===== src/rtl/icap_pkg.sv =====
// Package: shared mode codes and decode helpers for the input capture unit.
// Assumes a 4-bit mode code; codes 0100..0111 are the capture modes.
package icap_pkg;
    localparam int MODE_W = 4;
    localparam logic [MODE_W-1:0] MODE_OFF    = 4'b0000;
    localparam logic [MODE_W-1:0] MODE_FALL   = 4'b0100;
    localparam logic [MODE_W-1:0] MODE_RISE   = 4'b0101;
    localparam logic [MODE_W-1:0] MODE_RISE4  = 4'b0110;
    localparam logic [MODE_W-1:0] MODE_RISE16 = 4'b0111;

    // True when the code selects one of the capture modes.
    function automatic logic is_capture(input logic [MODE_W-1:0] m);
        return (m[3:2] == 2'b01);
    endfunction

    // True when the code selects a divided rising-edge mode.
    function automatic logic is_divided(input logic [MODE_W-1:0] m);
        return (m == MODE_RISE4) || (m == MODE_RISE16);
    endfunction
endpackage


===== src/rtl/icap_edge.sv =====
// Module: icap_edge
// Synchronizes the asynchronous pin through STAGES flops and flags one-cycle
// rising and falling events by comparing the last stage with its previous value.
// Assumes STAGES >= 2 and a pin held for at least two clock cycles per level.
module icap_edge #(
    parameter int STAGES = 2
) (
    input  logic clk,
    input  logic rst_n,
    input  logic pin,
    output logic rise,
    output logic fall
);
    logic [STAGES-1:0] sync_q;
    logic              prev_q;

    // Synchronizer chain: the first stage samples the pin, the others shift it on.
    always_ff @(posedge clk) begin
        if (!rst_n) sync_q[0] <= 1'b0;
        else        sync_q[0] <= pin;
    end

    generate
        for (genvar s = 1; s < STAGES; s++) begin : g_stage
            // One further synchronizer stage.
            always_ff @(posedge clk) begin
                if (!rst_n) sync_q[s] <= 1'b0;
                else        sync_q[s] <= sync_q[s-1];
            end
        end
    endgenerate

    // Keep the previous synchronized level for the edge comparison.
    always_ff @(posedge clk) begin
        if (!rst_n) prev_q <= 1'b0;
        else        prev_q <= sync_q[STAGES-1];
    end

    assign rise = sync_q[STAGES-1] & ~prev_q;
    assign fall = ~sync_q[STAGES-1] & prev_q;

    // an edge event lasts exactly one cycle.
    a_r2_rise_single: assert property (@(posedge clk) disable iff (!rst_n)
        rise |=> !rise);
    a_r2_fall_single: assert property (@(posedge clk) disable iff (!rst_n)
        fall |=> !fall);
endmodule


===== src/rtl/icap_prescale.sv =====
// Module: icap_prescale
// Turns edge events into capture strobes for the selected mode. The divider
// count is shared by the divide-by-4 and divide-by-16 modes. It is zeroed only
// by reset or by a non-capture mode, so it survives a direct ratio change.
// Assumes the mode input is registered.
module icap_prescale #(
    parameter int PS_W = 4
) (
    input  logic                      clk,
    input  logic                      rst_n,
    input  logic [icap_pkg::MODE_W-1:0] mode,
    input  logic                      rise,
    input  logic                      fall,
    output logic                      fire
);
    import icap_pkg::*;

    localparam logic [PS_W-1:0] TERM4  = PS_W'(3);
    localparam logic [PS_W-1:0] TERM16 = PS_W'(15);

    logic [PS_W-1:0] cnt_q;
    logic [PS_W-1:0] term;
    logic            at_term;

    // Pick the terminal count for the active divided mode.
    always_comb begin
        term    = (mode == MODE_RISE16) ? TERM16 : TERM4;
        at_term = (cnt_q == term);
    end

    // Decide whether this cycle's edge is a capture event.
    always_comb begin
        unique case (mode)
            MODE_FALL:               fire = fall;
            MODE_RISE:               fire = rise;
            MODE_RISE4, MODE_RISE16: fire = rise & at_term;
            default:                 fire = 1'b0;
        endcase
    end

    // Divider count: clear outside capture, count rising edges in divided modes.
    always_ff @(posedge clk) begin
        if (!rst_n || !is_capture(mode)) cnt_q <= '0;
        else if (is_divided(mode) && rise) cnt_q <= at_term ? '0 : cnt_q + 1'b1;
    end

    // a non-capture mode leaves the count at zero.
    a_r7_clear_off: assert property (@(posedge clk) disable iff (!rst_n)
        !is_capture(mode) |=> (cnt_q == '0));
    // a divided capture returns the count to zero.
    a_r3_wrap: assert property (@(posedge clk) disable iff (!rst_n)
        (fire && is_divided(mode)) |=> (cnt_q == '0));
    // the every-edge modes hold the shared count.
    a_r8_hold_count: assert property (@(posedge clk) disable iff (!rst_n)
        ((mode == MODE_FALL || mode == MODE_RISE) && $stable(mode)) |=> $stable(cnt_q));
endmodule


===== src/rtl/icap_latch.sv =====
// Module: icap_latch
// Holds the captured timer value and the interrupt request flag. A capture
// loads the value and sets the flag. The software clear loses to a capture in
// the same cycle. Assumes fire is a one-cycle strobe.
module icap_latch #(
    parameter int TMR_W = 16
) (
    input  logic             clk,
    input  logic             rst_n,
    input  logic             fire,
    input  logic [TMR_W-1:0] timer,
    input  logic             clr,
    output logic [TMR_W-1:0] cap_q,
    output logic             flag_q
);
    // Capture register: overwritten by every capture, no overrun guard.
    always_ff @(posedge clk) begin
        if (!rst_n)    cap_q <= '0;
        else if (fire) cap_q <= timer;
    end

    // Interrupt flag: set by capture, cleared by software, capture has priority.
    always_ff @(posedge clk) begin
        if (!rst_n)    flag_q <= 1'b0;
        else if (fire) flag_q <= 1'b1;
        else if (clr)  flag_q <= 1'b0;
    end

    // reset empties the flag and the capture register.
    a_r1_reset_state: assert property (@(posedge clk)
        !rst_n |=> (!flag_q && cap_q == '0));
    // a capture stores the timer value seen in its cycle.
    a_r2_load_value: assert property (@(posedge clk) disable iff (!rst_n)
        fire |=> (cap_q == $past(timer)));
    // without a capture the stored value does not move.
    a_r5_value_hold: assert property (@(posedge clk) disable iff (!rst_n)
        !fire |=> $stable(cap_q));
    // the flag stays set until software clears it.
    a_r5_flag_sticky: assert property (@(posedge clk) disable iff (!rst_n)
        (flag_q && !clr) |=> flag_q);
    // capture beats a same-cycle clear.
    a_r6_capture_wins: assert property (@(posedge clk) disable iff (!rst_n)
        (fire && clr) |=> flag_q);
endmodule


===== src/rtl/icap_unit.sv =====
// Module: icap_unit (top)
// Input capture unit: a mode register, pin synchronizer and edge detector,
// event divider, capture register with flag, and a byte-wide read port.
// Assumes the timer count is synchronous to clk and TMR_W is a multiple of BYTE_W.
module icap_unit #(
    parameter int TMR_W       = 16,
    parameter int BYTE_W      = 8,
    parameter int PS_W        = 4,
    parameter int SYNC_STAGES = 2,
    localparam int NBYTES     = TMR_W / BYTE_W,
    localparam int ADDR_W     = (NBYTES > 1) ? $clog2(NBYTES) : 1
) (
    input  logic                        clk,
    input  logic                        rst_n,
    input  logic                        pin_in,
    input  logic [TMR_W-1:0]            timer_val,
    input  logic                        mode_we,
    input  logic [icap_pkg::MODE_W-1:0] mode_wdata,
    input  logic                        flag_clr,
    input  logic [ADDR_W-1:0]           rd_addr,
    output logic [BYTE_W-1:0]           rd_data,
    output logic                        irq_flag
);
    import icap_pkg::*;

    logic [MODE_W-1:0] mode_q;
    logic              rise, fall, fire;
    logic [TMR_W-1:0]  cap_q;
    logic [BYTE_W-1:0] cap_byte [NBYTES];

    // Mode register written by software.
    always_ff @(posedge clk) begin
        if (!rst_n)       mode_q <= MODE_OFF;
        else if (mode_we) mode_q <= mode_wdata;
    end

    icap_edge #(.STAGES(SYNC_STAGES)) u_edge (
        .clk  (clk),
        .rst_n(rst_n),
        .pin  (pin_in),
        .rise (rise),
        .fall (fall)
    );

    icap_prescale #(.PS_W(PS_W)) u_ps (
        .clk  (clk),
        .rst_n(rst_n),
        .mode (mode_q),
        .rise (rise),
        .fall (fall),
        .fire (fire)
    );

    icap_latch #(.TMR_W(TMR_W)) u_latch (
        .clk   (clk),
        .rst_n (rst_n),
        .fire  (fire),
        .timer (timer_val),
        .clr   (flag_clr),
        .cap_q (cap_q),
        .flag_q(irq_flag)
    );

    generate
        for (genvar b = 0; b < NBYTES; b++) begin : g_byte
            assign cap_byte[b] = cap_q[b*BYTE_W +: BYTE_W];
        end
    endgenerate

    // Read port: select one byte of the captured value.
    always_comb begin
        rd_data = cap_byte[rd_addr];
    end

    // a mode write is visible in the following cycle.
    a_r9_mode_write: assert property (@(posedge clk) disable iff (!rst_n)
        mode_we |=> (mode_q == $past(mode_wdata)));
    // no capture happens in a non-capture mode.
    a_r7_no_capture_off: assert property (@(posedge clk) disable iff (!rst_n)
        !is_capture(mode_q) |=> $stable(cap_q));
endmodule


===== config.mk =====
export PLATFORM = sky130hd
export DESIGN_NAME = icap_unit
export DESIGN_NICKNAME = d
export VERILOG_FILES = /design/src/rtl/icap_pkg.sv /design/src/rtl/icap_edge.sv /design/src/rtl/icap_prescale.sv /design/src/rtl/icap_latch.sv /design/src/rtl/icap_unit.sv
export SDC_FILE = /design/constraint.sdc
export NUM_CORES = 1
export LEC_CHECK = 0
export BUFFER_PORTS_ARGS = -buffer_cell sky130_fd_sc_hd__clkbuf_2
export CAP_MARGIN = 20
export CORE_UTILIZATION = 45
export DETAILED_ROUTE_END_ITERATION = 12
export PLACE_DENSITY_LB_ADDON = 0.25
export RECOVER_POWER = 25
export SLEW_MARGIN = 20
export SYNTH_ARGS = -nofsm -noshare
export SYNTH_HDL_FRONTEND = slang
export SYNTH_SLANG_ARGS = --single-unit

===== constraint.sdc =====
create_clock -name clk -period 1.4 [get_ports clk]
set_input_delay 0.07 -clock clk [delete_from_list [all_inputs] [get_ports clk]]
set_output_delay 0.07 -clock clk [all_outputs]
set_load 0.05 [all_outputs]

Word-level counts from Yosys, hierarchy flattened --
Index checks and enable logic that the tools add are counted.
Operators by class: add/sub/neg operators 1, magnitude comparators 1, equality and inequality tests 6, mux-type cells 8, bitwise operators 6, reductions and logical operators 7
Operator list (count):
- 8-bit 2-to-1 mux | 3
- 4-bit by 3-bit == test with 1-bit output, second input constant | 4
- 4-bit 2-to-1 mux | 2
- 4-bit by 1-bit adder with 4-bit output, second input constant | 1
- 4-bit == test | 1
- 1-bit bitwise AND | 3
- 1-bit one-hot mux with 3 select lines | 1
- 2-bit by 1-bit == test with 1-bit output, second input constant | 1
- 2-bit greater-or-equal comparator, second input constant | 1
- 1-bit logical NOT | 2
- 1-bit logical OR | 2
- 1-bit 2-to-1 mux | 2
- 1-bit inverter | 2
- 1-bit inverter with 2-bit output | 1
- 2-bit nonzero test | 1
- 2-bit OR reduction | 1
- 1-bit logical AND | 1
Word-level totals: flip-flop bits (word level) 28, input port bits 26, output and inout port bits 9, logic and storage cells 36

Depth between registers and ports, before layout --
depth in word-level cells 6, mapped depth 6

By module --
From an unflattened synthesis, not the netlist that was laid out.
Unflattened totals: cell total of the unflattened synthesis 116, area total of the unflattened synthesis 1322.5 um^2
Modules (own cells, without submodules):
- icap_latch | times used 1, cells an instance 54, area an instance 649.4 um^2, sequential area each 340.3 um^2
- icap_prescale | times used 1, cells an instance 32, area an instance 300.3 um^2, sequential area each 80.1 um^2
- icap_unit | times used 1, cells an instance 22, area an instance 281.5 um^2, sequential area each 80.1 um^2
- icap_edge | times used 1, cells an instance 8, area an instance 91.3 um^2, sequential area each 60.1 um^2

Least setup slack after synthesis --
Ideal clock, no wire load.
path type flip-flop to flip-flop, start reg mode_q[0], end reg u_latch.cap_q[4], library setup time 118 ps, arrival 1280 ps, data required time 1282 ps, path slack 2 ps, cell stages (with the launch flop) 7, path buffers 2, path through dfxtp_1 -> and3b_1 -> a21oi_1 -> o32a_1 -> buf_6 -> buf_12 -> mux2i_1
On the way: word-level cells in the longest chain between the ends 5
RTL lines:
- start: declaration | RTL line icap_unit.sv:26 | logic [MODE_W-1:0] mode_q;
- start signal: assignment | RTL line icap_unit.sv:34 | else if (mode_we) mode_q <= mode_wdata;
- 4-bit by 3-bit == test with 1-bit output | RTL line icap_prescale.sv:27, icap_prescale.sv:33
- 4-bit 2-to-1 mux | RTL line icap_prescale.sv:27 | term = (mode == MODE_RISE16) ? TERM16 : TERM4;
- 4-bit == test | RTL line icap_prescale.sv:28 | at_term = (cnt_q == term);
- 1-bit bitwise AND | RTL line icap_prescale.sv:36 | MODE_RISE4, MODE_RISE16: fire = rise & at_term;
- 1-bit one-hot mux with 3 select lines (*) | RTL line icap_prescale.sv:33 | unique case (mode)
- end signal: assignment | RTL line icap_latch.sv:19 | else if (fire) cap_q <= timer;
- end: declaration | RTL line icap_latch.sv:13 | output logic [TMR_W-1:0] cap_q,
Every way passes the cells marked *; elsewhere a longest branch is shown, timed or not. A chain may end at the register's enable or synchronous reset.

Worst setup path after layout --
start reg u_edge.prev_q, end reg u_latch.cap_q[3]
On the way: word-level cells in the longest chain between the ends 4
RTL lines:
- start: declaration | RTL line icap_edge.sv:15 | logic prev_q;
- start signal: assignment | RTL line icap_edge.sv:36 | else prev_q <= sync_q[STAGES-1];
- 1-bit inverter | RTL line icap_edge.sv:39 | assign rise = sync_q[STAGES-1] & ~prev_q;
- 1-bit bitwise AND | RTL line icap_edge.sv:39
- 1-bit bitwise AND | RTL line icap_prescale.sv:36
- 1-bit one-hot mux with 3 select lines (*) | RTL line icap_prescale.sv:33
Marked as above.

==> results.txt <==
The flow ran to the end, but the final reports show violations. The checks that failed: negative setup slack. The maximum clock path buffer count came out at 2. The number of maximum-capacitance violations is 0.

Detailed routing inserted a total of 1110 vias. For the pin with the worst max-slew slack, the measured transition is 0.387 ns. The total CTS buffers is 3. The total negative setup slack is -0.217 ns. The maximum clock skew at final layout came out at 0.00670 ns. The final clock period utilization by the worst path is 104%.

The count of cell types in the netlist is 24. For this design the static power due to leakage is 0.895 nW. At the end of the flow the core is filled with cells to 64.8%. The hold violation count in the final report is 0. The first detailed-routing pass ran for 6 iterations. The total wire length after detailed routing came out at 2790 um. TritonCTS built the clock tree. The type of the most critical hold path is input port to flop. For this design the ratio of total power to cell area is 737 mW/mm^2. Of all nets on the critical path, the largest fanout is 4. The number of endpoints failing setup at the final stage came out at 11.

The number of nets in the synthesized netlist came out at 166. The number of instances in the synthesized netlist is 139. After detailed placement, the design holds a cell count of 201. The total area inside the core boundary comes to 0.00273 sq mm.

The worst setup path is launched from a flop. The share of final-layout standard cells stronger than drive strength 1 is 30.9%. The register bit count reported by yosys is 28. The final max-slew violation count is 0. The total number of placement rows came out at 19. Leaving out filler cells and counting taps, the final layout contains 225. The CTS sink count is 28. After detailed placement, the total cell area comes to 0.00149 sq mm. The sequential cell area fraction in the yosys report is 43.7%.

The critical path in this run is classified as flop to flop. After clock tree synthesis, the clock-pin slew on the worst setup and hold paths is 0.14 ns. The area of the die is 0.00307 sq mm. The capturing element type of the critical path is a flop. The worst supply voltage drop on vdd is 0.000655 V. The starting density of the core is 47.0%. The die extent in x came out at 55.4 um. The clock period minus final worst setup slack came out at 1.46 ns. The post-synthesis to final-layout area growth is 38.0%. The remaining max-slew budget at the tightest pin is 74.2%.

The count of buffers inserted at the top-level ports is 34. Across all setup checks in the final design, the least slack found is -0.0611 ns. For this run, design rule violations remaining after detail routing come to 0. The netlist area before placement is 0.00128 sq mm.

The mean instance size in the synthesized netlist is 9.24 sq um. The worst path required time came out at 1.64 ns. For this run, the total global-route usage over all layers was measured as 17.3%. The number of H-tree branching levels came out at 1.

The die is 55.4 um tall. The number of routed nets with antenna violations is 0. Timing would allow up to 684 MHz. Dividing the detail-routed via count by the number of cells gives 4.93. At the end of the flow, the number of nets in the layout was 223. The detail-routed net length per standard cell is 12.4 um. The first global-routing pass estimated 4300 um of wire. The source-to-sink clock delay at the later pin of the worst-skew pair is 0.31 ns.

The Yosys step of the flow raised 0 warnings. The antenna diode instance count is 0. The number of antenna violations at the first check in global routing came out at 0. The violation count after the first detailed-routing iteration is 24. The via count of the first global-routing pass is 1071. The post-route standard cell area excluding fillers is 0.00177 sq mm.

Entering global routing, the biggest net connects 23 pins. The critical path arrival is 1.70 ns. The master cell of the clock root buffer is sky130_fd_sc_hd__clkbuf_4.

The routability congestion estimate from global placement is 0.857. For this design the top-level I/O count stands at 35. The placed wire-length estimate after detailed placement is 1760 um. Setup repair after global routing could not meet its margin everywhere. The sum of overflow across all layers after global routing came out at 0. The pre-CTS worst setup slack came out at 0.0199 ns.
power by group:
group	switching, mW	internal (mW)	total (mW)
Sequential	0.00922	0.811	0.820
Clock	0.219	0.101	0.319
Combinational	0.0695	0.0976	0.167
Total	0.297	1.01	1.31
cell families (layout without fill, tap and decap cells):
logic type / after synthesis / in the layout / synth area share, %
simple gates: 60 / 60 / 21.6
fa+ha+maj: 1 / 1 / 0.975
flops: 28 / 28 / 43.7
compound gates: 11 / 11 / 5.07
buf+inv: 9 / 64 / 4.48
mux: 30 / 30 / 24.2
layer usage:
layer	vias to the layer above	global-route usage (%)	part of all wire, %
li1	577	-	-
met1	510	20.0	45
met2	21	33.4	52
met3	2	2.11	2.2
met4	0	4.29	0.68
met5	-	0	0
repair_timing:
item / in CTS / in global routing
endpoints found under the setup margin: 2 / 16
buffers inserted: 0 / 1
hold buffers: 18 / 0
gates resized for setup: 2 / 6
cloned: 0 / 2
hold endpoints to repair: 18 / 0
pin swaps: 0 / 1
synthesized netlist by cell type:
master,count,area (sq um)
sky130_fd_sc_hd__nand2b_1,2,12.5
sky130_fd_sc_hd__ha_1,1,12.5
sky130_fd_sc_hd__inv_1,1,3.75
sky130_fd_sc_hd__nand3_1,2,10.0
sky130_fd_sc_hd__nand3b_1,1,7.51
sky130_fd_sc_hd__a21oi_1,7,35.0
sky130_fd_sc_hd__mux2i_1,22,220
sky130_fd_sc_hd__dfxtp_1,28,561
sky130_fd_sc_hd__o32a_1,1,10.0
sky130_fd_sc_hd__or3_1,1,6.26
sky130_fd_sc_hd__mux2_2,8,90.1
sky130_fd_sc_hd__nor2b_1,5,31.3
sky130_fd_sc_hd__nor2_1,3,11.3
sky130_fd_sc_hd__and2_1,4,25.0
sky130_fd_sc_hd__nand4b_1,1,8.76
sky130_fd_sc_hd__clkbuf_1,6,22.5
sky130_fd_sc_hd__o21ai_0,1,5.00
sky130_fd_sc_hd__and3b_1,2,17.5
sky130_fd_sc_hd__nor3_1,1,5.00
sky130_fd_sc_hd__o211ai_1,1,7.51
sky130_fd_sc_hd__buf_6,1,11.3
sky130_fd_sc_hd__a21boi_1,1,7.51
sky130_fd_sc_hd__nand2_1,38,143
sky130_fd_sc_hd__buf_12,1,20.0
flip-flops by register name (all words and copies together), names as in the netlist:
signal	cells
u_latch.cap_q	16
mode_q	4
u_ps.cnt_q	4
u_edge.sync_q	2
u_latch.flag_q	1
u_edge.prev_q	1
cell usage in the layout, fill, tap and decap left out:
master | synthesis | layout
sky130_fd_sc_hd__nor2b_1 | 5 | 5
sky130_fd_sc_hd__dfxtp_1 | 28 | 23
sky130_fd_sc_hd__a21oi_1 | 7 | 6
sky130_fd_sc_hd__a21boi_1 | 1 | 1
sky130_fd_sc_hd__mux2i_1 | 22 | 22
sky130_fd_sc_hd__buf_12 | 1 | 1
sky130_fd_sc_hd__nand2_1 | 38 | 38
sky130_fd_sc_hd__dfxtp_2 | 0 | 5
sky130_fd_sc_hd__nor3_1 | 1 | 1
sky130_fd_sc_hd__o32a_4 | 0 | 1
sky130_fd_sc_hd__ha_1 | 1 | 1
sky130_fd_sc_hd__o211ai_1 | 1 | 1
sky130_fd_sc_hd__or3_1 | 1 | 1
sky130_fd_sc_hd__inv_1 | 1 | 1
sky130_fd_sc_hd__clkbuf_16 | 0 | 2
sky130_fd_sc_hd__mux2_2 | 8 | 8
sky130_fd_sc_hd__buf_4 | 0 | 5
sky130_fd_sc_hd__clkbuf_2 | 0 | 34
sky130_fd_sc_hd__nand3_1 | 2 | 2
sky130_fd_sc_hd__nand4b_1 | 1 | 1
sky130_fd_sc_hd__and2_1 | 4 | 4
sky130_fd_sc_hd__a21oi_2 | 0 | 1
sky130_fd_sc_hd__nand3b_1 | 1 | 1
sky130_fd_sc_hd__nor2_1 | 3 | 3
sky130_fd_sc_hd__o21ai_0 | 1 | 1
sky130_fd_sc_hd__and3b_1 | 2 | 2
sky130_fd_sc_hd__nand2b_1 | 2 | 2
sky130_fd_sc_hd__dlygate4sd3_1 | 0 | 18
sky130_fd_sc_hd__clkbuf_4 | 0 | 3
final timing paths:
kind                           end  cells after the start             start  slack (ns)
hold reg to reg   u_edge.sync_q[1]                      1  u_edge.sync_q[0]        0.45
setup reg to reg  u_latch.cap_q[3]                      5     u_edge.prev_q       -0.06
hold / removal           mode_q[2]                      3     mode_wdata[2]       0.006
setup / recovery  u_latch.cap_q[3]                      5     u_edge.prev_q       -0.06
critical path, cell delays in order (launching register included):
cell	delay [ns]
sky130_fd_sc_hd__dfxtp_2	0.36
sky130_fd_sc_hd__and3b_1	0.22
sky130_fd_sc_hd__a21oi_2	0.04
sky130_fd_sc_hd__o32a_4	0.40
sky130_fd_sc_hd__clkbuf_16	0.17
sky130_fd_sc_hd__mux2i_1	0.18
area by class of cell:
cell class                      instances  area [sq um]
Inverter                                1          3.75
Clock buffer                            3          22.5
Tap cell                               31          38.8
Multi-Input combinational cell        102           682
Timing Repair Buffer                   60           458
Sequential cell                        28           567
Fill cell                             238           962
metrics by stage:
| stage | power [mW] | hold WS, ns |
|---|---|---|
| 5_1_grt | 1.36 | 0.0298 |
| 3_3_place_gp | 0.954 | 0.277 |
| 2_1_floorplan | 0.904 | 0.197 |
| 3_5_place_dp | 0.958 | 0.281 |
| 4_1_cts | 1.31 | 0.00439 |
| 6_report | 1.31 | 0.00633 |
Power figures use the tool's default switching activity.
